### src/rtl/vic_pkg.sv
// Shared source codes and vector constants for the vectored interrupt controller.
// Assumes a 16-bit vector space and a restart stride of eight bytes.
package vic_pkg;

    localparam int VEC_W     = 16;
    localparam int NUM_HW    = 5;
    localparam int STRIDE_SH = 3;

    typedef enum logic [2:0] {
        SRC_NONE   = 3'd0,
        SRC_NMI    = 3'd1,
        SRC_EDGE   = 3'd2,
        SRC_LVL_HI = 3'd3,
        SRC_LVL_LO = 3'd4,
        SRC_EXT    = 3'd5,
        SRC_SW     = 3'd6
    } src_e;

    localparam logic [VEC_W-1:0] VEC_NMI    = 16'h0024;
    localparam logic [VEC_W-1:0] VEC_EDGE   = 16'h003C;
    localparam logic [VEC_W-1:0] VEC_LVL_HI = 16'h0034;
    localparam logic [VEC_W-1:0] VEC_LVL_LO = 16'h002C;

endpackage

### src/rtl/vic_pin_capture.sv
// Per-pin request capture. LATCH_EDGE=1 remembers any rising edge until it is
// cleared (a new edge wins over the clear). LATCH_EDGE=0 arms on a rising edge
// and reports a request only while the pin stays high. The armed flag drops
// when the pin falls or when the request is cleared.
// Assumes the pin is already synchronous to clk.
module vic_pin_capture #(
    parameter bit LATCH_EDGE = 1'b1
) (
    input  logic clk,
    input  logic rst_n,
    input  logic pin,
    input  logic clr,
    output logic pend
);

    logic pin_d;
    logic flag;
    logic rise;

    assign rise = pin && !pin_d;

    // Delayed copy of the pin for edge detection.
    always_ff @(posedge clk) begin
        if (!rst_n) pin_d <= 1'b0;
        else        pin_d <= pin;
    end

    generate
        if (LATCH_EDGE) begin : g_latch
            // Edge latch: set on rise, cleared by clr unless a new rise arrives.
            always_ff @(posedge clk) begin
                if (!rst_n)   flag <= 1'b0;
                else if (rise) flag <= 1'b1;
                else if (clr)  flag <= 1'b0;
            end
            assign pend = flag;

            AST_EDGE_REMEMBERED: assert property (@(posedge clk) disable iff (!rst_n)
                rise |=> flag);
            AST_EDGE_CLEARED: assert property (@(posedge clk) disable iff (!rst_n)
                (clr && !rise) |=> !flag);
        end else begin : g_armed
            // Armed flag: set on rise, dropped when the pin falls or on clear.
            always_ff @(posedge clk) begin
                if (!rst_n)           flag <= 1'b0;
                else if (!pin || clr) flag <= 1'b0;
                else if (!pin_d)      flag <= 1'b1;
            end
            assign pend = flag && pin;

            AST_NMI_DISARM_ON_LOW: assert property (@(posedge clk) disable iff (!rst_n)
                !pin |=> !flag);
        end
    endgenerate

endmodule

### src/rtl/vic_enable_regs.sv
// Global enable and per-line mask registers. A maskable grant clears the
// enable and wins over the set and clear strobes. Clear wins over set.
// Reset leaves every line masked and the enable off.
module vic_enable_regs #(
    parameter int MASK_W = 3
) (
    input  logic              clk,
    input  logic              rst_n,
    input  logic              en_set,
    input  logic              en_clr,
    input  logic              take_maskable,
    input  logic              mask_wr,
    input  logic [MASK_W-1:0] mask_in,
    output logic              gie,
    output logic [MASK_W-1:0] mask
);

    localparam logic [MASK_W-1:0] MASK_ALL = {MASK_W{1'b1}};

    // Global enable: grant and clear beat set.
    always_ff @(posedge clk) begin
        if (!rst_n)                       gie <= 1'b0;
        else if (take_maskable || en_clr) gie <= 1'b0;
        else if (en_set)                  gie <= 1'b1;
    end

    // Mask register: load on write strobe.
    always_ff @(posedge clk) begin
        if (!rst_n)       mask <= MASK_ALL;
        else if (mask_wr) mask <= mask_in;
    end

    AST_GRANT_DROPS_GIE: assert property (@(posedge clk) disable iff (!rst_n)
        take_maskable |=> !gie);
    AST_MASK_LOADS: assert property (@(posedge clk) disable iff (!rst_n)
        mask_wr |=> (mask == $past(mask_in)));

endmodule

### src/rtl/vic_resolver.sv
// Combinational priority resolver. Hardware index 0 has the highest priority.
// Software restart ranks below every hardware line. Produces the winning
// source and its vector.
module vic_resolver
    import vic_pkg::*;
#(
    parameter int               NUM_W      = 3,
    parameter logic [VEC_W-1:0] EXT_VECTOR = 16'h0038
) (
    input  logic [NUM_HW-1:0] pend_hw,
    input  logic              sw_req,
    input  logic [NUM_W-1:0]  sw_num,
    output src_e              win,
    output logic [VEC_W-1:0]  win_vec
);

    // Pick the highest-priority pending source.
    always_comb begin
        win = sw_req ? SRC_SW : SRC_NONE;
        for (int i = NUM_HW - 1; i >= 0; i--) begin
            if (pend_hw[i]) win = src_e'(3'(i + 1));
        end
    end

    // Map the winner to its vector address.
    always_comb begin
        case (win)
            SRC_NMI:    win_vec = VEC_NMI;
            SRC_EDGE:   win_vec = VEC_EDGE;
            SRC_LVL_HI: win_vec = VEC_LVL_HI;
            SRC_LVL_LO: win_vec = VEC_LVL_LO;
            SRC_EXT:    win_vec = EXT_VECTOR;
            SRC_SW:     win_vec = VEC_W'(sw_num) << STRIDE_SH;
            default:    win_vec = '0;
        endcase
    end

endmodule

### src/rtl/vectored_irq_ctrl.sv
// Top of the vectored interrupt controller. Captures the request pins, gates
// them with the enable and the mask, and resolves one winner per instruction
// boundary. It holds the grant until the core acknowledges it.
// Assumes all inputs are synchronous to clk and that ack only comes while a
// grant is outstanding (otherwise it is ignored).
module vectored_irq_ctrl
    import vic_pkg::*;
#(
    parameter int                 NUM_W      = 3,
    parameter int                 MASK_W     = 3,
    parameter logic [VEC_W-1:0]   EXT_VECTOR = 16'h0038
) (
    input  logic              clk,
    input  logic              rst_n,
    input  logic              irq_nmi,
    input  logic              irq_edge,
    input  logic              irq_lvl_hi,
    input  logic              irq_lvl_lo,
    input  logic              irq_ext,
    input  logic              sw_req,
    input  logic [NUM_W-1:0]  sw_num,
    input  logic              gie_set,
    input  logic              gie_clr,
    input  logic              mask_wr,
    input  logic [MASK_W-1:0] mask_in,
    input  logic              edge_clr,
    input  logic              instr_end,
    input  logic              ack,
    output logic              req_valid,
    output logic [VEC_W-1:0]  req_vector,
    output logic [2:0]        req_source,
    output logic              ext_ack_n,
    output logic              gie,
    output logic [MASK_W-1:0] mask
);

    localparam int MB_EDGE = 2;
    localparam int MB_HI   = 1;
    localparam int MB_LO   = 0;

    logic             pend_nmi, edge_held;
    logic [NUM_HW-1:0] pend_hw;
    src_e             win, src_q;
    logic [VEC_W-1:0] win_vec, vec_q;
    logic             valid_q, ack_n_q;
    logic             accept, ack_hit, take_maskable;

    assign ack_hit       = valid_q && ack;
    assign accept        = instr_end && !valid_q;
    assign take_maskable = accept && (win inside {SRC_EDGE, SRC_LVL_HI, SRC_LVL_LO, SRC_EXT});

    vic_pin_capture #(.LATCH_EDGE(1'b0)) u_nmi_cap (
        .clk  (clk),
        .rst_n(rst_n),
        .pin  (irq_nmi),
        .clr  (ack_hit && (src_q == SRC_NMI)),
        .pend (pend_nmi)
    );

    vic_pin_capture #(.LATCH_EDGE(1'b1)) u_edge_cap (
        .clk  (clk),
        .rst_n(rst_n),
        .pin  (irq_edge),
        .clr  ((ack_hit && (src_q == SRC_EDGE)) || edge_clr),
        .pend (edge_held)
    );

    vic_enable_regs #(.MASK_W(MASK_W)) u_regs (
        .clk          (clk),
        .rst_n        (rst_n),
        .en_set       (gie_set),
        .en_clr       (gie_clr),
        .take_maskable(take_maskable),
        .mask_wr      (mask_wr),
        .mask_in      (mask_in),
        .gie          (gie),
        .mask         (mask)
    );

    // Gate each hardware line with enable and mask, in priority order.
    always_comb begin
        pend_hw[0] = pend_nmi;
        pend_hw[1] = edge_held  && !mask[MB_EDGE] && gie;
        pend_hw[2] = irq_lvl_hi && !mask[MB_HI]   && gie;
        pend_hw[3] = irq_lvl_lo && !mask[MB_LO]   && gie;
        pend_hw[4] = irq_ext    && gie;
    end

    vic_resolver #(.NUM_W(NUM_W), .EXT_VECTOR(EXT_VECTOR)) u_res (
        .pend_hw(pend_hw),
        .sw_req (sw_req),
        .sw_num (sw_num),
        .win    (win),
        .win_vec(win_vec)
    );

    // Grant register: load at a free boundary, release on acknowledge.
    always_ff @(posedge clk) begin
        if (!rst_n) begin
            valid_q <= 1'b0;
            src_q   <= SRC_NONE;
            vec_q   <= '0;
            ack_n_q <= 1'b1;
        end else begin
            ack_n_q <= 1'b1;
            if (ack_hit) begin
                valid_q <= 1'b0;
                src_q   <= SRC_NONE;
                vec_q   <= '0;
            end else if (accept && (win != SRC_NONE)) begin
                valid_q <= 1'b1;
                src_q   <= win;
                vec_q   <= win_vec;
                ack_n_q <= (win != SRC_EXT);
            end
        end
    end

    assign req_valid  = valid_q;
    assign req_vector = vec_q;
    assign req_source = src_q;
    assign ext_ack_n  = ack_n_q;

    AST_GRANT_HELD: assert property (@(posedge clk) disable iff (!rst_n)
        (req_valid && !ack) |=> (req_valid && $stable(req_vector)));
    AST_GRANT_AT_BOUNDARY: assert property (@(posedge clk) disable iff (!rst_n)
        $rose(req_valid) |-> $past(instr_end));
    AST_EXT_ACK_SOURCE: assert property (@(posedge clk) disable iff (!rst_n)
        !ext_ack_n |-> (req_valid && (req_source == 3'd5)));
    AST_EXT_ACK_ONE_CYCLE: assert property (@(posedge clk) disable iff (!rst_n)
        !ext_ack_n |=> ext_ack_n);

endmodule

### config.mk
export PLATFORM = sky130hd
export DESIGN_NAME = vectored_irq_ctrl
export DESIGN_NICKNAME = d
export VERILOG_FILES = /design/src/rtl/vic_pkg.sv /design/src/rtl/vic_pin_capture.sv /design/src/rtl/vic_enable_regs.sv /design/src/rtl/vic_resolver.sv /design/src/rtl/vectored_irq_ctrl.sv
export SDC_FILE = /design/constraint.sdc
export NUM_CORES = 1
export LEC_CHECK = 0
export CAP_MARGIN = 20
export CORE_MARGIN = 1
export CORE_UTILIZATION = 43
export CTS_CLUSTER_DIAMETER = 120
export DETAILED_ROUTE_END_ITERATION = 8
export PLACE_DENSITY = 0.84
export SYNTH_ARGS = -nofsm -noshare
export SYNTH_HDL_FRONTEND = slang
export SYNTH_SLANG_ARGS = --single-unit
### constraint.sdc
create_clock -name clk -period 2.7 [get_ports clk]
set_clock_uncertainty 0.15 [all_clocks]
set_input_delay 0.27 -clock clk [delete_from_list [all_inputs] [get_ports clk]]
set_output_delay 0.27 -clock clk [all_outputs]
set_load 0.1 [all_outputs]
# Word-level counts from Yosys, hierarchy flattened
# Cells that the tools add are included.
# Widths: inputs -> output; s select.
# totals
regBits	29
input_bits	20
out_inout_bits	25
word_cells	61
# classes
eq_ne	9
mux	9
n_bitwise	2
n_reduce_logical	31
# op_table
operator	n
$pmux 6 s6	1
$mux 3	6
$logic_and 1x1->1	15
$eq 3x2->1 const B	3
$eq 3x3->1 const B	3
$eq 3x1->1 const B	2
$logic_not 1->1	6
$reduce_or 2->1	3
$reduce_bool 4->1	1
$logic_or 1x1->1	3
$ne 3x3->1 const B	1
$reduce_bool 3->1	1
$reduce_or 3->1	1
$mux 1	2
$not 1->1	2
$reduce_bool 2->1	1

# Logic depth before layout (Yosys ltp)
# Gate-level depths: netlist (run 1).
# depth
word_depth	12
depth_mapped	5
ltp_nobuf	5

# Cells and area by module
# Synthesis (run 1) repeated with hierarchy kept, for this count alone.
# hier_totals
cells_unflattened	164
hier_area_um2	1396.3
# by_module_without_submodules
module	n_inst	cells_each	area_per_inst_um2	seq_area_each_um2
vectored_irq_ctrl	1	109	908.4	420.4
vic_resolver	1	31	202.7	0.0
vic_enable_regs	1	12	140.1	80.1
vic_pin_capture at u_nmi_cap	1	6	75.1	40.0
vic_pin_capture at u_edge_cap	1	6	70.1	40.0

# Worst setup path before layout (run 1)
# No wires, ideal clock.
# synth_path
kind	register to register
from	register u_regs.mask[0]
to	register ack_n_q, in the netlist ext_ack_n
setup_ns	0.127
arrival_time_ns	1.936
t_required_ns	2.423
path_slack_ns	0.487
path_stages_with_launch	6
path_buffers	0
period_less_slack_ns	2.213
cell_sequence	dfxtp_1 > nand2b_4 > a21oi_2 > o31ai_4 > nand2_1 > or3_1
# synth_between
elab_chain_cells	11
elab_cells_between_ends	12
cone_classes	eq/ne: 1; mux: 4; bitwise: 1; reduce/logical: 6
# synth_rtl
item	line	source
start: declaration	vic_enable_regs.sv:15	output logic [MASK_W-1:0] mask
start signal: assignment	vic_enable_regs.sv:30	else if (mask_wr) mask <= mask_in;
$logic_not 1->1 (*)	vectored_irq_ctrl.sv:85	pend_hw[3] = irq_lvl_lo && !mask[MB_LO] && gie;
$logic_and 1x1->1 (*) (2 in series)	vectored_irq_ctrl.sv:85	
$mux 3 (*) (4 in series)	vic_resolver.sv:21	if (pend_hw[i]) win = src_e'(3'(i + 1));
$reduce_bool 3->1	vectored_irq_ctrl.sv:110	end else if (accept && (win != SRC_NONE)) begin
$logic_and 1x1->1	vectored_irq_ctrl.sv:110	
$not 1->1 (no line)	-	
$reduce_or 3->1 (no line)	-	
end signal: assignment	vectored_irq_ctrl.sv:114	ack_n_q <= (win != SRC_EXT);
end: declaration	vectored_irq_ctrl.sv:45	logic valid_q, ack_n_q;
# Mark *: on every way between the ends. The rest lies on a longest branch, timed or not.
# A chain may end at the register's enable or synchronous reset.

# Final worst setup path (run 1)
# layout_path
from	input irq_lvl_hi
to	register ack_n_q, in the netlist ext_ack_n
# layout_between
elab_chain_cells	9
elab_cells_between_ends	10
cone_classes	eq/ne: 1; mux: 3; bitwise: 1; reduce/logical: 5
# layout_rtl
item	line	source
start: declaration	vectored_irq_ctrl.sv:17	input logic irq_lvl_hi,
$logic_and 1x1->1 (*) (2 in series)	vectored_irq_ctrl.sv:84	pend_hw[2] = irq_lvl_hi && !mask[MB_HI] && gie;
$mux 3 (*) (3 in series)	vic_resolver.sv:21	
$reduce_bool 3->1	vectored_irq_ctrl.sv:110	
$logic_and 1x1->1	vectored_irq_ctrl.sv:110	
$not 1->1 (no line)	-	
$reduce_or 3->1 (no line)	-	
# Marks and branches as above.

==> metrics.txt, run 1 <==
status=finished clean; critical path's top delay family=simple AND/OR/NAND/NOR gates; vias in the first global route=781; Num CTS Buffers=3; Residual DRC=0; Top-Level Pins=45; RSZ-0062 raised after global routing=no; register area share after synthesis=0.363; largest net degree at the start of global routing=10; IO buf count=32; min-delay src=req_vector[5]; Total GRT Usage=0.167; initial DRC count=13; detailed-route via count=817; Setup Crit Path Kind=primary input to flip-flop; Post-synth ARST share=0; Worst Hold Depth=1; Worst VDD drop=0.320 mV; max FFs per register=4; CTS sink count=17; CP Capture Type=flip-flop; root cell of the clock tree=clkbuf_4; Leakage=0.528 nW; top-area cell type share of the netlist area=0.363; Initial Utilization=0.468; Critical Path Source Type=primary input; post-CTS setup buffers=0; H-Tree Level Count=1; post-route ant nets=0; Final Hold Fails=0; DRT Wirelength=1820 µm; Mapped Cells=102; setup TNS=0 ns; Reg-to-Reg Start=u_regs.mask[1]; # diodes=0; Yosys warning count=0; area grow syn2layout=31.9%; Clock Pin Slew Worst Setup and Hold Paths=0.09 ns; Mean Syn Cell Area=9.19 µm²; Critical Path AT=1.74 ns; Unique masters post-synth=37; die width=48.7 µm; Crit path required time=2.72 ns; Setup violations, final=0; biggest area consumer among synthesized cells=dfxtp_1; Post-CTS Hold Fix Bufs=0; cell area after synthesis=937 µm²; hold endpoint=req_vector[5]; full die area=2370 µm²; dpl hpwl=1490 µm; Die Span Y=48.7 µm; final count of pins violating max slew=0; number of gates resized after cts=0; Post-synth EDFFs=0; Clock Latency Late Sink=0.28 ns; reg2reg end=ext_ack_n; Final Cycle Share=0.637; reg2reg path depth=5; CP max stage cell=clkdlybuf4s50_1; CTS tree=yes; Placement Rows=16; first-pass GRT wire length=3150 µm; iteration count of the initial detailed-routing pass=4; Max Cap Violations=0; RD Place Congestion=0.831; clock buffer depth=2; Worst path max stage delay=0.40 ns; largest cells by area after synthesis=dfxtp_1 (36%), buf_4 (9.6%), mux2i_1 (4.3%), nand2_1 (4.0%), nor2_1 (3.6%); Fmax achieved=0.581 GHz; Layout Utilization=0.618; Net count, final=158; CP max FO=4; initial antenna violation count=0; pwr/cell area=570 nW/µm²; vias per inst=4.98; core box area=2000 µm²; DR WL/cell=11.1 µm; ratio of cells with drive above 1 in the final layout=0.182; Fill cells=188; Most used DFF post-synth=dfxtp_1; total grt overflow=0; worst reg-to-reg setup slack=1.02 ns; WP buf/inv=1; CP Cell Sequence=clkdlybuf4s50_1 > nor2b_4 > o21a_1 > nor3_2 > nand2_1 > or3_1; register bit count reported by yosys=17; minimum clock period=1.72 ns; Hold Crit Class=flip-flop to flip-flop
[cells by family after synthesis]
family | synth area share
AND/OR/NAND/NOR | 0.264
multiplexers | 0.0427
other | 0.00400
AO/OA/AOI/OAI | 0.218
buffers and inverters | 0.108
flip-flops | 0.363
[stage by stage]
| stage | setup slack [ns] | hold WS (ns) | total power, mW | instance area [µm²] | std cells |
|---|---|---|---|---|---|
| after floorplan | 0.487 | 0.182 | 0.527 | 978 | 113 |
| after global placement | 0.719 | 0.338 | 0.576 | 1210 | 160 |
| final | 0.980 | 0.362 | 0.704 | 1240 | 164 |
| after detailed placement | 0.685 | 0.339 | 0.579 | 1210 | 160 |
| after global routing | 0.885 | 0.353 | 0.739 | 1240 | 164 |
| after CTS | 0.961 | 0.363 | 0.709 | 1240 | 164 |
[worst max path at each step]
stage,start,to,slack (ns),cells past startpoint
finish,irq_lvl_hi,ext_ack_n,0.98,6
global route,irq_lvl_lo,req_vector[4],0.89,6
CTS,irq_lvl_lo,req_vector[4],0.96,6
detailed placement,irq_lvl_lo,req_vector[4],0.69,6
global placement,irq_lvl_hi,ext_ack_n,0.72,6
floorplan,u_regs.mask[0],ext_ack_n,0.49,5
[synthesized netlist by cell type (3+ instances only)]
cell,instances
a21oi_1,3
and2_1,4
buf_4,12
dfxtp_1,17
mux2i_1,4
nand2_1,10
nor2_1,9
nor2b_1,3
nor4b_1,3
[cell usage in the layout, fill, tap and decap left out, drive strengths merged]
| master | synthesis | final |
|---|---|---|
| buf | 12 | 13 |
| mux2i | 4 | 4 |
| a21o | 1 | 1 |
| nor2 | 9 | 9 |
| nor4b | 3 | 3 |
| a31oi | 3 | 3 |
| or3b | 1 | 1 |
| o221a | 1 | 1 |
| a21oi | 4 | 4 |
| dfxtp | 17 | 17 |
| nor3 | 2 | 2 |
| o211a | 2 | 2 |
| o21ai | 4 | 4 |
| nand3b | 2 | 2 |
| o211ai | 1 | 1 |
| o31ai | 1 | 1 |
| o221ai | 1 | 1 |
| nand2b | 3 | 3 |
| inv | 3 | 3 |
| nor3b | 1 | 1 |
| and2 | 4 | 4 |
| o2111ai | 1 | 1 |
| nand2 | 10 | 10 |
| a211oi | 2 | 2 |
| clkbuf | 0 | 4 |
| o21a | 2 | 2 |
| nor2b | 5 | 5 |
| conb | 1 | 12 |
| or3 | 1 | 1 |
| a22oi | 1 | 1 |
| clkdlybuf4s50 | 0 | 19 |
[layer usage]
| metal | part of all wire | track usage | vias up | wire length (µm) |
|---|---|---|---|---|
| met2 | 0.50 | 0.322 | 39 | 907 |
| met1 | 0.43 | 0.183 | 366 | 790 |
| met4 | 0.0022 | 0.0147 | 0 | 4 |
| met3 | 0.066 | 0.0503 | 2 | 121 |
| li1 | - | - | 410 | - |
| met5 | 0 | 0 | - | 0 |
[power breakdown]
group / internal (mW) / switching, mW / total (mW)
Combinational: 0.0733 / 0.218 / 0.292
Clock: 0.0574 / 0.0735 / 0.131
Sequential: 0.268 / 0.0139 / 0.282
Total: 0.398 / 0.306 / 0.704
[final cells by class]
cell class / count / area [µm²] / share of cell area
Clock buffer: 4 / 26.3 / 0.0213
Inverter: 3 / 11.3 / 0.00911
Multi-Input combinational cell: 81 / 537 / 0.434
Sequential cell: 17 / 340 / 0.275
Tap cell: 27 / 33.8 / 0.0273
Timing Repair Buffer: 32 / 288 / 0.233
No activity file was read; power rests on OpenSTA's default activity.
==> run 2: changes to the inputs <==
--- a/config.mk
+++ b/config.mk
@@ -7,10 +7,10 @@
 export LEC_CHECK = 0
 export CAP_MARGIN = 20
 export CORE_MARGIN = 1
-export CORE_UTILIZATION = 43
+export CORE_UTILIZATION = 40
 export CTS_CLUSTER_DIAMETER = 120
 export DETAILED_ROUTE_END_ITERATION = 8
-export PLACE_DENSITY = 0.84
+export PLACE_DENSITY = 0.79
 export SYNTH_ARGS = -nofsm -noshare
 export SYNTH_HDL_FRONTEND = slang
 export SYNTH_SLANG_ARGS = --single-unit
==> constraint.sdc (replaced) <==
create_clock -name clk -period 1.7 [get_ports clk]
set_clock_uncertainty 0.15 [all_clocks]
set_input_delay 0.17 -clock clk [delete_from_list [all_inputs] [get_ports clk]]
set_output_delay 0.17 -clock clk [all_outputs]
set_load 0.1 [all_outputs]
==> run 2 against run 1 <==
Register-to-register slack worse by 0.89 ns. Critical path depth is 1 lower. Routed wire length is 26% higher. Via count is 6.4% higher. Sequential share of layout area is 3.6 points lower. Clock power is 69% higher. Combinational power is 86% higher. Worst hold slack worse by 0.11 ns.
==> metrics.txt, run 2 (synthesized netlist as in run 1, its figures left out) <==
status=finished clean; full die area=2540 µm²; reg2reg path depth=5; Leakage=0.632 nW; initial DRC count=16; CTS tree=yes; Clock Pin Slew Worst Setup and Hold Paths=0.10 ns; Reg-to-Reg Start=u_edge_cap.pend; Critical Path AT=1.61 ns; sequential power share=0.376; area grow syn2layout=59.4%; Post-CTS Hold Fix Bufs=0; detailed-route via count=869; min-delay src=gie_clr; Num CTS Buffers=3; most common library cell in the layout ignoring fill and taps=clkdlybuf4s50_1; Clock Latency Late Sink=0.29 ns; Final Hold Fails=0; hold_ws=0.250 ns; Net count, final=168; number of gates resized after cts=0; hold endpoint=u_regs.gie; first-pass GRT wire length=3820 µm; final count of pins violating max slew=0; internal power=0.698 mW; fin area=1490 µm²; Hold Crit Class=primary input to flip-flop; dpl cell area=1470 µm²; RD Place Congestion=0.829; Psw=0.525 mW; Max Cap Violations=0; most frequent cells in the layout=clkdlybuf4s50_1 (19), buf_12 (13), conb_1 (12), dfxtp_1 (11); Critical Path Source Type=flip-flop; Worst VDD drop=0.551 mV; core box area=2210 µm²; initial antenna violation count=0; Die Span Y=50.4 µm; die width=50.4 µm; clock buffer depth=2; Crit path required time=1.74 ns; Gate power share=0.443; minimum clock period=1.57 ns; Worst Hold Depth=2; ratio of cells with drive above 1 in the final layout=0.286; Total GRT Usage=0.202; reg2reg end=ext_ack_n; IO buf count=32; DR WL/cell=13.2 µm; CTS sink count=17; Top-Level Pins=45; root cell of the clock tree=clkbuf_4; Initial Utilization=0.424; pwr/cell area=818 nW/µm²; Placement Rows=17; sw frac=0.429; RSZ-0062 raised after global routing=no; Residual DRC=0; post-CTS setup buffers=0; Fmax achieved=0.637 GHz; CP max FO=4; vias per inst=4.97; vias in the first global route=854; # diodes=0; post-route ant nets=0; worst reg-to-reg setup slack=0.13 ns; DRT Wirelength=2310 µm; largest net degree at the start of global routing=11; total grt overflow=0; Setup Crit Path Kind=flip-flop to flip-flop; H-Tree Level Count=1; Final Cycle Share=0.923; Clock Power Share=0.181; CP Capture Type=flip-flop; iteration count of the initial detailed-routing pass=4; max FFs per register=4; Setup violations, final=0; dpl hpwl=1920 µm
## run 2: routing by layer
layer  global-route usage  part of all wire  vias to the layer above
li1                     -                 -                      427
met1                0.224              0.42                      400
met2                0.373              0.50                       36
met3               0.0424             0.058                        6
met4               0.0694             0.017                        0
met5                    0                 0                        -
## run 2: through the flow
stage | setup TNS (ns) | util | worst slack, ns | instances | total power [mW]
6_report | 0 | 0.675 | 0.131 | 175 | 1.22
5_1_grt | 0 | 0.675 | 0.0667 | 175 | 1.27
4_1_cts | 0 | 0.675 | 0.132 | 175 | 1.22
3_5_place_dp | -0.918 | 0.663 | -0.146 | 171 | 1.01
3_3_place_gp | -0.641 | 0.663 | -0.128 | 171 | 1.00
2_1_floorplan | 0 | - | 0.0000308 | 113 | 0.836
## run 2: cell type report
cell class | count | area [µm²]
fillers | 182 | 718
clock inverters | 1 | 5.00
repair buffers | 42 | 526
inverters | 3 | 11.3
flip-flops and latches | 17 | 358
multi-input cells | 81 | 537
well taps | 28 | 35.0
clock buffers | 3 | 22.5
## run 2: critical path, stage by stage (launching register included)
cell	delay (ns)
dfxtp_1	0.33
nor2b_4	0.14
o21a_1	0.22
nor3_2	0.16
nand2_1	0.10
or3_1	0.36
## run 2: power groups by stage
stage | registers [mW] | clock network, mW | logic, mW
floorplan | 0.605 | 0 | 0.231
CTS | 0.460 | 0.220 | 0.543
finish | 0.460 | 0.221 | 0.542
global placement | 0.467 | 0 | 0.534
global route | 0.464 | 0.248 | 0.563
detailed placement | 0.468 | 0 | 0.542
## run 2: how the worst max path moves through the flow
stage,slack [ns],depth (start not counted),endpoint,startpoint
4_1_cts,0.13,5,ext_ack_n,u_edge_cap.pend
3_5_place_dp,-0.15,6,req_source[1],sw_req
6_report,0.13,5,ext_ack_n,u_edge_cap.pend
2_1_floorplan,0.00003,4,ext_ack_n,req_valid
5_1_grt,0.07,5,ext_ack_n,u_edge_cap.pend
3_3_place_gp,-0.13,6,ext_ack_n,irq_lvl_hi
